**src/rtl/gray_bin_xcoder.sv**
```systemverilog
module gray_bin_xcoder #(
  parameter int WIDTH      = 7,
  parameter bit REGISTERED = 1'b1
) (
  input  logic             clk,
  input  logic             rst_n,
  input  logic             in_valid,
  input  logic             dir_sel,
  input  logic [WIDTH-1:0] in_word,
  output logic             out_valid,
  output logic [WIDTH-1:0] out_word
);

  logic [WIDTH-1:0] conv;

  // Ripple from the top bit: pass-through, plain XOR, then mux+XOR cells.
  always_comb begin
    conv[WIDTH-1] = in_word[WIDTH-1];
    conv[WIDTH-2] = in_word[WIDTH-1] ^ in_word[WIDTH-2];
    for (int i = WIDTH - 3; i >= 0; i--)
      conv[i] = in_word[i] ^ (dir_sel ? conv[i+1] : in_word[i+1]);
  end

  generate
    if (REGISTERED) begin : g_reg
      always_ff @(posedge clk) begin
        if (!rst_n) begin
          out_word  <= '0;
          out_valid <= 1'b0;
        end else begin
          out_valid <= in_valid;
          if (in_valid) out_word <= conv;
        end
      end

      a_r1_encode: assert property (@(posedge clk) disable iff (!rst_n)
        (in_valid && !dir_sel) |=> out_word == ($past(in_word) ^ ($past(in_word) >> 1)));

      a_r2_decode: assert property (@(posedge clk) disable iff (!rst_n)
        (in_valid && dir_sel) |=> (out_word ^ (out_word >> 1)) == $past(in_word));

      a_r3_msb_pass: assert property (@(posedge clk) disable iff (!rst_n)
        in_valid |=> out_word[WIDTH-1] == $past(in_word[WIDTH-1]));

      a_r6_strobe: assert property (@(posedge clk) disable iff (!rst_n)
        in_valid |=> out_valid);

      a_r7_hold: assert property (@(posedge clk) disable iff (!rst_n)
        !in_valid |=> ($stable(out_word) && !out_valid));
    end else begin : g_comb
      assign out_word  = conv;
      assign out_valid = in_valid;
    end
  endgenerate

endmodule

```
**config.mk**
```make
export PLATFORM = sky130hd
export DESIGN_NAME = gray_bin_xcoder
export DESIGN_NICKNAME = d
export VERILOG_FILES = /design/src/rtl/gray_bin_xcoder.sv
export SDC_FILE = /design/constraint.sdc
export NUM_CORES = 1
export LEC_CHECK = 0
export BUFFER_PORTS_ARGS = -buffer_cell sky130_fd_sc_hd__buf_2
export CAP_MARGIN = 10
export CELL_PAD_IN_SITES_DETAIL_PLACEMENT = 2
export CELL_PAD_IN_SITES_GLOBAL_PLACEMENT = 2
export CORE_UTILIZATION = 26
export CTS_CLUSTER_SIZE = 16
export DETAILED_ROUTE_END_ITERATION = 8
export GPL_TIMING_DRIVEN = 0
export PLACE_DENSITY_LB_ADDON = 0.05
export SLEW_MARGIN = 20
export SYNTH_ARGS = -nofsm -noshare
export SYNTH_HDL_FRONTEND = slang
export SYNTH_SLANG_ARGS = --single-unit
```
**constraint.sdc**
```tcl
create_clock -name clk -period 1.9 [get_ports clk]
set_clock_uncertainty 0.15 [all_clocks]
set_input_delay 0.57 -clock clk [delete_from_list [all_inputs] [get_ports clk]]
set_output_delay 0.57 -clock clk [all_outputs]
set_load 0.02 [all_outputs]
```
==> implementation parameters, run 1 <==
Parameter                              Value

Placement
  Placer Congestion ... 0.655
  Port Buffer Count ... 17
  DP Worst Slack ... -0.0818 ns
  Detailed placement HPWL ... 896 um

Final layout
  Layout cell share with drive strength beyond 1 ... 0.338
  Final #Nets ... 84
  Number of inserted diodes ... 0
  Most common cell after layout, fill and taps aside ... sky130_fd_sc_hd__buf_2
  Most used cells in the layout excluding fill and tap cells ... 17 x sky130_fd_sc_hd__buf_2, 8 x sky130_fd_sc_hd__dfxtp_1, 4 x sky130_fd_sc_hd__inv_1, 4 x sky130_fd_sc_hd__xor2_1, 4 x sky130_fd_sc_hd__nand2_1
  Layout-stage area growth over the synthesis result ... 28.4%

CTS
  Inserted Clock Buffers ... 3
  Post-cts hold buffer count ... 0
  Maximum root-to-sink buffer count ... 2
  Post-CTS setup repair buffer count ... 0
  Clock Sinks ... 8
  CTS H-Tree Depth ... 1
  Clock Pin Slew Worst Setup and Hold Paths ... 0.06 ns
  Root buffer selected by CTS ... sky130_fd_sc_hd__clkbuf_4
  Insertion delay of the later-clocked pin in the worst-skew pair ... 0.26 ns
  Post-CTS resize count ... 0
  TritonCTS clock tree ... built

Synthesis
  Commonest register cell after synthesis ... sky130_fd_sc_hd__dfxtp_1
  Count of flip-flops with a built-in enable after synthesis ... 0
  Sequential fraction of the synthesis area ... 0.327
  Mean instance size in the synthesized netlist ... 9.59 um2
  Post-synth cell types ... 29
  Cell area after synthesis ... 489 um2
  Post-synthesis instance total ... 51
  Count of warnings emitted by yosys ... 0
  Proportion of register bits with asynchronous set or reset after synthesis ... 0
  Total nets after synthesis ... 62
  Post-synthesis sequential element count ... 8

Worst setup path
  Worst setup path category ... input port to flip-flop
  Worst stage delay on the critical path ... 0.32 ns
  Launch point of the worst path ... in_word[6]
  CP max-delay cell ... sky130_fd_sc_hd__xor2_1
  Kind of end point of the critical path ... flip-flop
  Critical-path cell list ... buf_2 -> xnor2_2 -> xor2_1 -> a21oi_1 -> o31a_1
  Data arrival time of the critical path ... 1.71 ns
  Critical Path Fanout Max ... 5
  Endpoint required time on the critical path ... 1.90 ns
  Type of element launching the critical path ... input port
  Beginning of the worst register-to-register path ... out_word[0]
  Buffer and inverter count on the worst path ... 1
  Top Family by Delay on Critical Path ... XOR/XNOR gates

STA
  Final-report setup violation count ... 0
  Measured slew at the worst slew-check pin ... 0.303 ns
  Smallest setup slack after layout ... 0.187 ns
  Max-slew headroom ... 0.797
  Period minus WS final ... 1.71 ns
  RSZ-0062 raised after global routing ... no
  Final clock period utilization by the worst path ... 0.901
  Top achievable clock speed ... 0.584 GHz
  Count of final hold-check violations ... 0
  Max-slew violations ... 0

Routing
  Pre-antenna DRT Iters ... 3
  Via-per-instance ratio ... 4.48
  Post-route antenna net violation count ... 0
  Average detailed-routed wire length per instance ... 12.1 um
  Via count ... 430
  Routed wire length ... 1.16 mm
  DRC violation count after routing ... 0
  Starting DRT DRC Count ... 1

Pwr
  Total Power ... 463 uW
  Worst vdd rail ir drop ... 0.250 mV
  Power per cell area ... 737 mW/mm2
  Leakage power summed over all cells ... 0.317 nW

Floorplanning
  Die extent in y ... 45.4 um
  Number of top-level design ports ... 19
  Placeable core area ... 0.00175 mm2
  Number of rows in the core area ... 15
  Initial Util ... 0.280
  Die area ... 0.00206 mm2
  Width of the die ... 45.4 um

Hold path
  Worst hold path startpoint ... out_word[5]
  Class of the tightest hold or removal check ... flip-flop to flip-flop

Run
  Max-cap violation count ... 0

Global routing
  First-pass GRT wire length ... 1.91 mm
  Initial antenna violation count ... 0
  Vias in the first global route ... 453
  Largest net degree at the start of global routing ... 11
  GRT Residual Overflow ... 0
  Global-route total usage across every layer ... 0.134

Run status
  Run status ... finished, final reports clean
worst register-to-register path: stages, from the launching register on:
cell                      delay (ns)
sky130_fd_sc_hd__dfxtp_1        0.31
sky130_fd_sc_hd__and3b_1        0.15
sky130_fd_sc_hd__a311o_1        0.30
cell families (layout without fill, tap and decap cells):
group | Yosys count | after routing | synth area share
and+or+nand+nor | 17 | 17 | 0.199
AOI/OAI and AO/OA | 10 | 10 | 0.143
xor gates and xnor gates | 8 | 8 | 0.225
DFF | 8 | 8 | 0.327
buffers and inverters | 6 | 26 | 0.0639
muxes | 2 | 2 | 0.0409
layer usage:
| metal | wire length [um] | up-vias | GRT usage | part of all wire |
|---|---|---|---|---|
| met5 | 0 | - | 0 | 0 |
| met4 | 6 | 0 | 0.0545 | 0.0052 |
| met3 | 36 | 2 | 0.0357 | 0.031 |
| met2 | 619 | 7 | 0.246 | 0.53 |
| met1 | 495 | 203 | 0.144 | 0.43 |
| li1 | - | 218 | - | - |
path summary, 6_finish.rpt:
check / end / slack (ns) / depth (start not counted)
worst max-delay path: out_word[2] / 0.19 / 5
worst min-delay path: out_word[5] / 0.32 / 1
worst max register to register: out_word[0] / 0.88 / 2
worst min register to register: out_word[5] / 0.32 / 1
where the power goes:
part | total (mW) | internal [mW] | switching, mW
clock | 0.140 | 0.0729 | 0.0668
combinational | 0.135 | 0.0613 | 0.0742
sequential | 0.188 | 0.182 | 0.00547
total | 0.463 | 0.316 | 0.146
state kept, by name, indices dropped and copies added, names as in the netlist:
register	count
out_word	7
out_valid	1
synth_stat cells (2+ instances only):
library cell / instances / area share
sky130_fd_sc_hd__nand3_1: 2 / 0.020
sky130_fd_sc_hd__mux2i_1: 2 / 0.041
sky130_fd_sc_hd__nand3b_1: 2 / 0.031
sky130_fd_sc_hd__nor2b_1: 2 / 0.026
sky130_fd_sc_hd__inv_1: 4 / 0.031
sky130_fd_sc_hd__dfxtp_1: 8 / 0.33
sky130_fd_sc_hd__xor2_1: 4 / 0.072
sky130_fd_sc_hd__a21oi_1: 3 / 0.031
sky130_fd_sc_hd__nand2_1: 4 / 0.031
through the flow:
stage	setup TNS (ns)	util	instance area (um2)	cells	hold slack [ns]
finish	0	0.360	628	96	0.322
global route	0	0.360	628	96	0.354
CTS	0	0.360	628	96	0.327
detailed placement	-0.0818	0.347	606	93	0.317
global placement	-0.0445	0.347	606	93	0.307
floorplan	0	-	489	51	0.401
cell type report:
cell class	count	area, um2
buffer	2	16.3
multi-input combinational	37	298
sequential	8	160
timing repair buffer	17	85.1
fill	221	1120
inverter	4	15.0
tap	25	31.3
clock buffer	3	22.5
Power figures use the tool's default switching activity.
==> inputs of run 2 (changes only) <==
--- a/config.mk
+++ b/config.mk
@@ -13,7 +13,7 @@
 export CTS_CLUSTER_SIZE = 16
 export DETAILED_ROUTE_END_ITERATION = 8
 export GPL_TIMING_DRIVEN = 0
-export PLACE_DENSITY_LB_ADDON = 0.05
+export PLACE_DENSITY_LB_ADDON = 0.1
 export SLEW_MARGIN = 20
 export SYNTH_ARGS = -nofsm -noshare
 export SYNTH_HDL_FRONTEND = slang
==> implementation parameters, run 2 (synthesis gave the netlist of run 1 again) <==
Parameter                              Value

CTS
  Clock Sinks ... 8 (unchanged)
  Root buffer selected by CTS ... sky130_fd_sc_hd__clkbuf_4
  CTS H-Tree Depth ... 1 (unchanged)
  Insertion delay of the later-clocked pin in the worst-skew pair ... 0.25 ns (about the same)
  Post-CTS resize count ... 0 (unchanged)
  Maximum root-to-sink buffer count ... 2 (unchanged)
  Post-CTS setup repair buffer count ... 0 (unchanged)
  Inserted Clock Buffers ... 3 (unchanged)
  Clock Pin Slew Worst Setup and Hold Paths ... 0.05 ns (about the same)
  TritonCTS clock tree ... built
  Post-cts hold buffer count ... 0 (unchanged)

Worst setup path
  Crit Reg-Reg Endpoint ... out_word[0]
  Top Family by Delay on Critical Path ... XOR/XNOR gates
  Critical-path cell list ... buf_2 -> xnor2_2 -> xor2_1 -> a21oi_1 -> o31a_1
  Depth of the worst register-to-register path ... 2 (unchanged)
  Critical Path End ... out_word[2]
  Depth of the critical timing path with buffers and inverters included ... 5 (unchanged)
  Type of element launching the critical path ... input port
  Buffer and inverter count on the worst path ... 1 (unchanged)
  Minimum setup slack among reg-to-reg paths ... 0.87 ns (about the same)
  Endpoint required time on the critical path ... 1.89 ns (about the same)
  Worst stage delay on the critical path ... 0.30 ns (-0.02 ns)
  Worst setup path category ... input port to flip-flop
  Beginning of the worst register-to-register path ... out_word[0]
  CP max-delay cell ... sky130_fd_sc_hd__xor2_1
  Data arrival time of the critical path ... 1.69 ns (-0.02 ns)
  Critical Path Fanout Max ... 5 (unchanged)
  Launch point of the worst path ... in_word[6]
  Kind of end point of the critical path ... flip-flop

STA
  Final-report setup violation count ... 0 (unchanged)
  Final clock period utilization by the worst path ... 0.893 (-0.00878)
  Period minus WS final ... 1.70 ns (-0.0167 ns)
  Measured slew at the worst slew-check pin ... 0.295 ns (-0.00811 ns)
  RSZ-0062 raised after global routing ... no
  Max-slew violations ... 0 (unchanged)
  Top achievable clock speed ... 0.590 GHz (+0.98%)
  Max-slew headroom ... 0.802 (+0.00512)
  Smallest setup slack after layout ... 0.204 ns (+0.0167 ns)
  Count of final hold-check violations ... 0 (unchanged)
  Fin Hold WS ... 0.325 ns (+0.00256 ns)

Final layout
  Largest registers ... out_word: 7 flops, out_valid: 1 flops
  Layout cell share with drive strength beyond 1 ... 0.338 (unchanged)
  Layout-stage area growth over the synthesis result ... 28.4% (unchanged)
  Number of inserted diodes ... 0 (unchanged)
  Register with the highest flop count ... out_word
  Most common cell after layout, fill and taps aside ... sky130_fd_sc_hd__buf_2
  Filler Cells Inserted ... 212 (-4.1%)
  Final #Nets ... 84 (unchanged)
  Most used cells in the layout excluding fill and tap cells ... 17 x sky130_fd_sc_hd__buf_2, 8 x sky130_fd_sc_hd__dfxtp_1, 4 x sky130_fd_sc_hd__inv_1, 4 x sky130_fd_sc_hd__xor2_1, 4 x sky130_fd_sc_hd__nand2_1
  Max FFs per register ... 7 (unchanged)

Floorplanning
  Placeable core area ... 0.00175 mm2 (unchanged)
  Number of rows in the core area ... 15 (unchanged)
  Die area ... 0.00206 mm2 (unchanged)
  Width of the die ... 45.4 um (unchanged)
  Initial Util ... 0.280 (unchanged)
  Number of top-level design ports ... 19 (unchanged)
  Die extent in y ... 45.4 um (unchanged)

Placement
  DP Worst Slack ... -0.0708 ns (+0.0111 ns)
  Detailed placement HPWL ... 898 um (+0.21%)
  Placer Congestion ... 0.661 (+0.99%)
  Port Buffer Count ... 17 (unchanged)

Global routing
  First-pass GRT wire length ... 1.75 mm (-8.7%)
  Vias in the first global route ... 402 (-11%)
  Global-route total usage across every layer ... 0.124 (-0.00974)
  Largest net degree at the start of global routing ... 11 (unchanged)
  GRT Residual Overflow ... 0 (unchanged)
  Initial antenna violation count ... 0 (unchanged)

Pwr
  Leakage power summed over all cells ... 0.317 nW (unchanged)
  Part of the power in the clock network ... 0.288 (-0.014)
  Proportion of total power due to net switching ... 0.305 (-0.0118)
  Internal power ... 316 uW (-0.12%)
  Sequential group share of total power ... 0.414 (+0.009)
  Reported net switching power ... 138 uW (-5.5%)
  Share of total power in combinational logic ... 0.297 (+0.004)
  Power per cell area ... 724 mW/mm2 (-1.8%)
  Worst vdd rail ir drop ... 0.284 mV (+14%)

Routing
  Via-per-instance ratio ... 4.61 (+3.0%)
  Routed wire length ... 1.15 mm (-0.52%)
  DRC violation count after routing ... 0 (unchanged)
  Via count ... 443 (+3.0%)
  Post-route antenna net violation count ... 0 (unchanged)
  Average detailed-routed wire length per instance ... 12.0 um (-0.52%)
  Starting DRT DRC Count ... 0 (-1)
  Pre-antenna DRT Iters ... 1 (-2)

Run status
  Run status ... finished, final reports clean

Run
  Max-cap violation count ... 0 (unchanged)

Hold path
  Class of the tightest hold or removal check ... flip-flop to flip-flop
run 2: cell counts in the layout (fill, tap and decap cells not counted):
No cell type changed its count.
run 2: power groups by stage:
stage | clock network (mW) | registers (mW) | logic [mW]
2_1_floorplan | 0 | 0.210 | 0.0727
3_5_place_dp | 0 | 0.192 | 0.137
4_1_cts | 0.139 | 0.189 | 0.138
3_3_place_gp | 0 | 0.192 | 0.136
5_1_grt | 0.146 | 0.190 | 0.149
6_report | 0.131 | 0.188 | 0.135
run 2: worst min-delay path, stage by stage (launching register included):
cell	delay, ns
sky130_fd_sc_hd__dfxtp_1	0.30
sky130_fd_sc_hd__nand2b_1	0.06
sky130_fd_sc_hd__a21boi_0	0.06
run 2: worst min path at each step:
stage                      startpoint           to  slack [ns]  depth (start not counted)
after floorplan           out_word[3]  out_word[3]        0.40                          2
after global placement    out_word[5]  out_word[5]        0.31                          1
after detailed placement  out_word[5]  out_word[5]        0.32                          1
after CTS                 out_word[3]  out_word[3]        0.33                          2
after global routing      out_word[3]  out_word[3]        0.35                          2
final                     out_word[3]  out_word[3]        0.32                          2
run 2: cell type report:
| cell class | count | area, um2 | area share |
|---|---|---|---|
| repair buffers | 17 | 85.1 | 0.135 |
| well taps | 25 | 31.3 | 0.0498 |
| flip-flops and latches | 8 | 160 | 0.255 |
| inverters | 4 | 15.0 | 0.0239 |
| multi-input cells | 37 | 298 | 0.474 |
| clock buffers | 3 | 22.5 | 0.0359 |
| plain buffers | 2 | 16.3 | 0.0259 |
run 2: metrics by stage:
stage,std cells,setup TNS [ns],power (mW),utilization,instance area [um2]
finish,96,0,0.454,0.360,628
floorplan,51,0,0.283,-,489
global placement,93,-0.0525,0.327,0.347,606
detailed placement,93,-0.0708,0.329,0.347,606
CTS,96,0,0.466,0.360,628
global route,96,0,0.484,0.360,628
run 2: layer usage:
layer,up-vias,part of all wire,wire length [um],track usage
met5,-,0,0,0
met3,0,0.065,75,0.0714
met4,0,0,0,0.0182
li1,216,-,-,-
met1,208,0.45,513,0.142
met2,19,0.49,563,0.206
